**config.mk**
```make
export PLATFORM = sky130hd
export DESIGN_NAME = tseq_player
export DESIGN_NICKNAME = d
export VERILOG_FILES = /design/src/rtl/tseq_pkg.sv /design/src/rtl/tseq_edge.sv /design/src/rtl/tseq_regs.sv /design/src/rtl/tseq_sequencer.sv /design/src/rtl/tseq_player.sv
export SDC_FILE = /design/constraint.sdc
export NUM_CORES = 1
export LEC_CHECK = 0
export BUFFER_PORTS_ARGS = -buffer_cell sky130_fd_sc_hd__buf_2
export CAP_MARGIN = 25
export CORE_ASPECT_RATIO = 1.1
export CORE_UTILIZATION = 58
export CTS_CLUSTER_DIAMETER = 120
export DETAILED_ROUTE_END_ITERATION = 7
export PLACE_DENSITY = 0.78
export REMOVE_ABC_BUFFERS = 1
export SYNTH_ARGS = -nofsm -noshare
export SYNTH_HDL_FRONTEND = slang
export SYNTH_HIERARCHICAL = 1
export SYNTH_SLANG_ARGS = --single-unit
```
**constraint.sdc**
```tcl
create_clock -name clk -period 4.2 [get_ports clk]
set_input_delay 0.42 -clock clk [delete_from_list [all_inputs] [get_ports clk]]
set_output_delay 0.42 -clock clk [all_outputs]
set_load 0.01 [all_outputs]
```
**src/rtl/tseq_pkg.sv**
```systemverilog
package tseq_pkg;
   typedef enum logic [2:0] {
      ST_IDLE  = 3'd0,
      ST_ARMED = 3'd1,
      ST_DELAY = 3'd2,
      ST_RUN   = 3'd3,
      ST_DONE  = 3'd4
   } tseq_state_e;

   localparam int unsigned REG_DELAY = 0;
   localparam int unsigned REG_COMP  = 1;
   localparam int unsigned REG_LEN   = 2;
endpackage

```
**src/rtl/tseq_edge.sv**
```systemverilog
module tseq_edge #(
   parameter int unsigned STAGES = 2
) (
   input  logic clk,
   input  logic rst,
   input  logic async_in,
   output logic rise
);
   logic [STAGES-1:0] chain_q;
   logic              last_q;

   for (genvar g = 0; g < STAGES; g++) begin : g_stage
      if (g == 0) begin : g_first
         always_ff @(posedge clk) begin
            if (rst) chain_q[0] <= 1'b0;
            else     chain_q[0] <= async_in;
         end
      end else begin : g_next
         always_ff @(posedge clk) begin
            if (rst) chain_q[g] <= 1'b0;
            else     chain_q[g] <= chain_q[g-1];
         end
      end
   end

   always_ff @(posedge clk) begin
      if (rst) last_q <= 1'b0;
      else     last_q <= chain_q[STAGES-1];
   end

   assign rise = chain_q[STAGES-1] & ~last_q;
endmodule

```
**src/rtl/tseq_regs.sv**
```systemverilog
module tseq_regs #(
   parameter int unsigned MAX_IV = 8,
   parameter int unsigned CNT_W  = 32,
   parameter int unsigned ADDR_W = 4,
   parameter int unsigned LEN_W  = 4
) (
   input  logic                           clk,
   input  logic                           rst,
   input  logic                           wr_en,
   input  logic [ADDR_W-1:0]              wr_addr,
   input  logic [CNT_W-1:0]               wr_data,
   input  logic                           accept,
   output logic [CNT_W-1:0]               delay_cnt,
   output logic [CNT_W-1:0]               comp_cnt,
   output logic [LEN_W-1:0]               seq_len,
   output logic [MAX_IV-1:0][CNT_W-1:0]   durs,
   output logic                           wr_err
);
   import tseq_pkg::*;
   localparam int unsigned IDX_W = ADDR_W - 1;

   logic take;
   logic in_table;
   assign take     = wr_en & accept;
   assign in_table = wr_addr[ADDR_W-1];

   for (genvar g = 0; g < MAX_IV; g++) begin : g_dur
      always_ff @(posedge clk) begin
         if (rst)
            durs[g] <= '0;
         else if (take && in_table && wr_addr[IDX_W-1:0] == IDX_W'(g))
            durs[g] <= wr_data;
      end
   end

   always_ff @(posedge clk) begin
      if (rst) begin
         delay_cnt <= '0;
         comp_cnt  <= '0;
         seq_len   <= LEN_W'(1);
      end else if (take && !in_table) begin
         if (wr_addr[IDX_W-1:0] == IDX_W'(REG_DELAY))
            delay_cnt <= wr_data;
         if (wr_addr[IDX_W-1:0] == IDX_W'(REG_COMP))
            comp_cnt <= wr_data;
         if (wr_addr[IDX_W-1:0] == IDX_W'(REG_LEN)) begin
            if (wr_data == '0)
               seq_len <= LEN_W'(1);
            else if (wr_data > CNT_W'(MAX_IV))
               seq_len <= LEN_W'(MAX_IV);
            else
               seq_len <= wr_data[LEN_W-1:0];
         end
      end
   end

   always_ff @(posedge clk) begin
      if (rst)        wr_err <= 1'b0;
      else if (wr_en) wr_err <= ~accept;
   end
endmodule

```
**src/rtl/tseq_sequencer.sv**
```systemverilog
module tseq_sequencer #(
   parameter int unsigned MAX_IV  = 8,
   parameter int unsigned CNT_W   = 32,
   parameter int unsigned LEN_W   = 4,
   parameter int unsigned IDX_W   = 3,
   parameter bit          COMP_EN = 1'b1
) (
   input  logic                         clk,
   input  logic                         rst,
   input  logic                         arm,
   input  logic                         rise,
   input  logic [CNT_W-1:0]             delay_cnt,
   input  logic [CNT_W-1:0]             comp_cnt,
   input  logic [LEN_W-1:0]             seq_len,
   input  logic [MAX_IV-1:0][CNT_W-1:0] durs,
   output logic                         pat,
   output logic                         done,
   output logic                         idle
);
   import tseq_pkg::*;

   tseq_state_e        state_q;
   logic [CNT_W-1:0]   cnt_q;
   logic [IDX_W-1:0]   idx_q;
   logic               pat_q;

   logic [CNT_W-1:0]   first_len;
   logic [CNT_W-1:0]   first_load;
   logic [IDX_W-1:0]   idx_nx;
   logic [CNT_W-1:0]   next_dur;
   logic [CNT_W-1:0]   next_load;
   logic               is_last;

   if (COMP_EN) begin : g_comp
      assign first_len = (durs[0] > comp_cnt) ? durs[0] - comp_cnt : CNT_W'(1);
   end else begin : g_nocomp
      assign first_len = (durs[0] == '0) ? CNT_W'(1) : durs[0];
   end

   assign first_load = first_len - CNT_W'(1);
   assign idx_nx     = idx_q + IDX_W'(1);
   assign next_dur   = durs[idx_nx];
   assign next_load  = (next_dur == '0) ? '0 : next_dur - CNT_W'(1);
   assign is_last    = (LEN_W'(idx_q) + LEN_W'(1)) == seq_len;

   always_ff @(posedge clk) begin
      if (rst) begin
         state_q <= ST_IDLE;
         cnt_q   <= '0;
         idx_q   <= '0;
         pat_q   <= 1'b0;
      end else begin
         unique case (state_q)
            ST_IDLE: begin
               if (arm) state_q <= ST_ARMED;
            end
            ST_ARMED: begin
               if (rise) begin
                  state_q <= ST_DELAY;
                  cnt_q   <= delay_cnt;
               end else if (!arm) begin
                  state_q <= ST_IDLE;
               end
            end
            ST_DELAY: begin
               if (cnt_q == '0) begin
                  state_q <= ST_RUN;
                  pat_q   <= 1'b1;
                  idx_q   <= '0;
                  cnt_q   <= first_load;
               end else begin
                  cnt_q <= cnt_q - CNT_W'(1);
               end
            end
            ST_RUN: begin
               if (cnt_q == '0) begin
                  if (is_last) begin
                     state_q <= ST_DONE;
                     pat_q   <= 1'b0;
                  end else begin
                     pat_q <= ~pat_q;
                     idx_q <= idx_nx;
                     cnt_q <= next_load;
                  end
               end else begin
                  cnt_q <= cnt_q - CNT_W'(1);
               end
            end
            ST_DONE: begin
               state_q <= arm ? ST_ARMED : ST_IDLE;
            end
            default: state_q <= ST_IDLE;
         endcase
      end
   end

   assign pat  = pat_q;
   assign done = (state_q == ST_DONE);
   assign idle = (state_q == ST_IDLE);
endmodule

```
**src/rtl/tseq_player.sv**
```systemverilog
module tseq_player #(
   parameter int unsigned MAX_INTERVALS = 8,
   parameter int unsigned CNT_W         = 32,
   parameter int unsigned SYNC_STAGES   = 2,
   parameter bit          COMP_EN       = 1'b1
) (
   input  logic                              clk,
   input  logic                              rst,
   input  logic                              wr_en,
   input  logic [$clog2(MAX_INTERVALS):0]    wr_addr,
   input  logic [CNT_W-1:0]                  wr_data,
   input  logic                              arm,
   input  logic                              trig_in,
   output logic                              pat_out,
   output logic                              done,
   output logic                              wr_err
);
   localparam int unsigned IDX_W  = $clog2(MAX_INTERVALS);
   localparam int unsigned ADDR_W = IDX_W + 1;
   localparam int unsigned LEN_W  = $clog2(MAX_INTERVALS + 1);

   if (MAX_INTERVALS < 4 || (MAX_INTERVALS & (MAX_INTERVALS - 1)) != 0) begin : g_bad_iv
      $error("MAX_INTERVALS must be a power of two of at least 4");
   end
   if (SYNC_STAGES < 2) begin : g_bad_sync
      $error("SYNC_STAGES must be at least 2");
   end
   if (CNT_W < LEN_W + 1) begin : g_bad_cnt
      $error("CNT_W too narrow for the length register");
   end

   logic                                 trig_rise;
   logic                                 seq_idle;
   logic [CNT_W-1:0]                     cfg_delay;
   logic [CNT_W-1:0]                     cfg_comp;
   logic [LEN_W-1:0]                     cfg_len;
   logic [MAX_INTERVALS-1:0][CNT_W-1:0]  cfg_durs;

   tseq_edge #(.STAGES(SYNC_STAGES)) u_edge (
      .clk      (clk),
      .rst      (rst),
      .async_in (trig_in),
      .rise     (trig_rise)
   );

   tseq_regs #(
      .MAX_IV (MAX_INTERVALS),
      .CNT_W  (CNT_W),
      .ADDR_W (ADDR_W),
      .LEN_W  (LEN_W)
   ) u_regs (
      .clk       (clk),
      .rst       (rst),
      .wr_en     (wr_en),
      .wr_addr   (wr_addr),
      .wr_data   (wr_data),
      .accept    (seq_idle),
      .delay_cnt (cfg_delay),
      .comp_cnt  (cfg_comp),
      .seq_len   (cfg_len),
      .durs      (cfg_durs),
      .wr_err    (wr_err)
   );

   tseq_sequencer #(
      .MAX_IV  (MAX_INTERVALS),
      .CNT_W   (CNT_W),
      .LEN_W   (LEN_W),
      .IDX_W   (IDX_W),
      .COMP_EN (COMP_EN)
   ) u_seq (
      .clk       (clk),
      .rst       (rst),
      .arm       (arm),
      .rise      (trig_rise),
      .delay_cnt (cfg_delay),
      .comp_cnt  (cfg_comp),
      .seq_len   (cfg_len),
      .durs      (cfg_durs),
      .pat       (pat_out),
      .done      (done),
      .idle      (seq_idle)
   );
endmodule

```
==> results.toml <==
[run_status]
status = "finished with violations"
violations = "design-rule violations"

[setup_path]
ff2ff_setup_slack_ns = 0.14
crit_arrival_ns = 4.44
path_max_fanout = 9
start_kind = "flop"
r2r_end = "u_seq/cnt_q[3]"
critPathCapture = "u_seq/cnt_q[3]"
end_kind = "flop"
reg2reg_from = "u_seq/idx_q[1]"
startpoint = "u_seq/idx_q[1]"
reg2regPathDepth = 16
setup.worst_path.class = "reg -> reg"
required_ns = 4.59

[routing]
drc = 1
wl_per_cell_um = 22.39
drtIter0Drc = 2319
detail-route-antenna-nets = 0
dr.pass1.iters = 8
dr_total_vias = 20926
avgViaCountPerCell = 6.443
drt_wl_total_um = 72720

[sta]
fin_crit_ns = 4.056
fin_crit_sh_pct = 96.58
rsz0062_at_grt = "false"
finalSetupViolCount = 0
finClkSkew_ns = 0.01404
fin_ws_ns = 0.1435
worst_pin_slew_ns = 1.018
whs_ns = 0.1257
fmax_mhz = 246.5
slew_headroom_pct = 31.63
final_hold_viol_count = 0
drv_slew = 0

[global_routing]
antenna_found_initial = 0
grt_use_total_pct = 38.78
grt_pass1_wl_um = 111700
grt_pass1_vias = 19756
grt_max_degree = 155
grt_overflow = 0

[synth]
avgSynthCellArea_um2 = 7.607
synth_edf_count = 0
ys_types = 86
ys_ff_latch = 367
yosys_warnings = 6
async_flop_share_pct = 0
syn_area_um2 = 21000
syn_inst = 2761
yosysSeqAreaShare_pct = 34.98
yosys_most_used_dff = "dfxtp_1"

[place]
pre_cts_slack_ns = 0.1703
place_inst = 3178
hpwl_um = 51330
portBuffers = 43
post_dp_cell_area_um2 = 21890
place_congestion = 1.004

[die]
die-area_um2 = 36980
coreArea_um2 = 35400
boundaryPins = 44
initial_core_util_pct = 59.33
die_w_um = 183.4
fp.dieH_um = 201.6
placement_rows = 72

[final_layout]
final_common_cell = "nand2_1"
n_fill_cell = 3037
antenna_cells = 0
layout.nets = 2819
drive_above_1_share_pct = 12.65
design_area_um2 = 23230
final_cells = 3248
final_cell_mix = "nand2_1, a21oi_1, dfxtp_1, nor2_1, buf_4"
areaGrowthSynthToFinish_pct = 10.61

[clocking]
cts_tree = "yes"
clkTransAtPathRegs_ns = 0.06
cts_root_buffer = "clkbuf_16"
clock_latency_ns = 0.56
clk_path_buf_depth = 3
cts_hold_buf = 0
htreeDepth = 2
numCtsBuffers = 40
cts_sinks = 367

[hold_path]
min_from = "wr_en"
holdPathStages = 2
hold_class = "in -> reg"

[power_and_ir_drop]
vdd_drop_max_uv = 394.2
p_leak_nw = 8.089
total_power_mw = 9.053
p_clk_share_pct = 38.3
powerDensity_nw_per_um2 = 389.7
p_seq_share_pct = 39.7
comb_power_share_pct = 22.0
power.internal_mw = 6.241
p_sw_mw = 2.812
switching_share_pct = 31.06

[flow_run]
drv_cap = 0
## sequential cells by signal (all words and copies together) (netlist names)
name	flops
u_edge/chain_q	2
u_edge/last_q	1
u_regs/comp_cnt	32
u_regs/delay_cnt	32
u_regs/durs	256
u_regs/seq_len	4
u_regs/wr_err	1
u_seq/cnt_q	32
u_seq/idx_q	3
u_seq/pat	1
u_seq/state_q	3
## through the flow
stage               util, %  setup TNS (ns)
floorplan                 -         -158.56
global placement      61.82               0
detailed placement    61.82               0
CTS                   65.47               0
global route          65.62               0
finish                65.62               0
## critical path: stages, from the launching register on
cell and delay, ns:
dfxtp_1 0.41, ha_4 0.22, xor2_4 0.45, buf_4 0.30, buf_4 0.22, a211oi_1 0.06
nor3_1 0.40, o211ai_1 0.19, o21bai_1 0.24, nor4_4 0.40, nor2_1 0.10, buf_4 0.16
buf_4 0.13, o21ai_0 0.11, nand3_1 0.19, a22oi_1 0.21, a211oi_1 0.10
## final cells by class
cell class | instances | area [um^2] | area share (%)
sequential | 367 | 7351 | 31.64
tap | 481 | 601.8 | 2.590
timing repair buffer | 161 | 1216 | 5.235
clock buffer | 59 | 1215 | 5.229
clock inverter | 10 | 75.07 | 0.3231
multi-input combinational | 2120 | 12590 | 54.17
inverter | 50 | 187.7 | 0.8078
## cell usage after synthesis, types with 9 or more instances
master | number | area share, %
and2_1 | 20 | 0.60
a31oi_1 | 9 | 0.27
o211ai_1 | 14 | 0.50
a221oi_1 | 11 | 0.46
nand3_1 | 30 | 0.71
and3_1 | 17 | 0.51
mux4_2 | 66 | 7.1
a21oi_1 | 422 | 10
nor2_1 | 142 | 2.5
nor3_1 | 94 | 2.2
o21ai_0 | 75 | 1.8
mux2i_1 | 32 | 1.5
o21a_1 | 9 | 0.32
nor2b_1 | 15 | 0.45
nor3b_1 | 10 | 0.36
inv_1 | 50 | 0.89
nor4_1 | 20 | 0.60
nand4_1 | 17 | 0.51
clkbuf_1 | 130 | 2.3
nand2_1 | 754 | 13
buf_2 | 73 | 1.7
ha_1 | 37 | 2.2
a21o_1 | 11 | 0.39
xor2_1 | 35 | 1.5
a211o_1 | 16 | 0.67
a211oi_1 | 30 | 1.1
nand2b_1 | 18 | 0.54
nand3b_1 | 11 | 0.39
buf_1 | 9 | 0.16
dfxtp_1 | 367 | 35
and4_1 | 10 | 0.42
xnor2_1 | 47 | 2.0
or3_1 | 13 | 0.39
## kinds of logic after synthesis
kind of cell / share of synthesized area, %
muxes: 8.709
buffers and inverters: 5.617
DFF: 34.98
adders and majority gates: 2.299
and+or+nand+nor: 25.50
AOI/OAI and AO/OA: 19.40
xor gates and xnor gates: 3.497
## metal layers
layer | vias up | wire [um] | track usage (%)
met5 | - | 0 | 0
met4 | 0 | 3409 | 18.60
met3 | 221 | 7650 | 6.842
met2 | 1236 | 32860 | 61.20
met1 | 9921 | 28790 | 51.19
li1 | 9548 | - | -
## timing repair
action | CTS | global route
buffers inserted | 0 | 1
resized for setup | 0 | 9
endpoints found under the setup margin | 0 | 11
## power groups by stage
stage               registers (mW)  clock network (mW)  logic (mW)
finish                        3.59                3.47        1.99
global route                  3.59                3.63        2.10
CTS                           3.59                3.49        1.92
detailed placement            3.67                   0        1.90
global placement              3.66                   0        1.89
floorplan                     3.65                   0        1.14
## worst min path at each step
| stage | endpoint | slack (ns) |
|---|---|---|
| 2_1_floorplan | u_edge/chain_q[1] | 0.41 |
| 3_3_place_gp | u_edge/chain_q[1] | 0.43 |
| 3_5_place_dp | u_edge/chain_q[1] | 0.44 |
| 4_1_cts | u_regs/wr_err | 0.11 |
| 5_1_grt | u_regs/wr_err | 0.13 |
| 6_report | u_regs/wr_err | 0.13 |
Power figures use the tool's default switching activity.
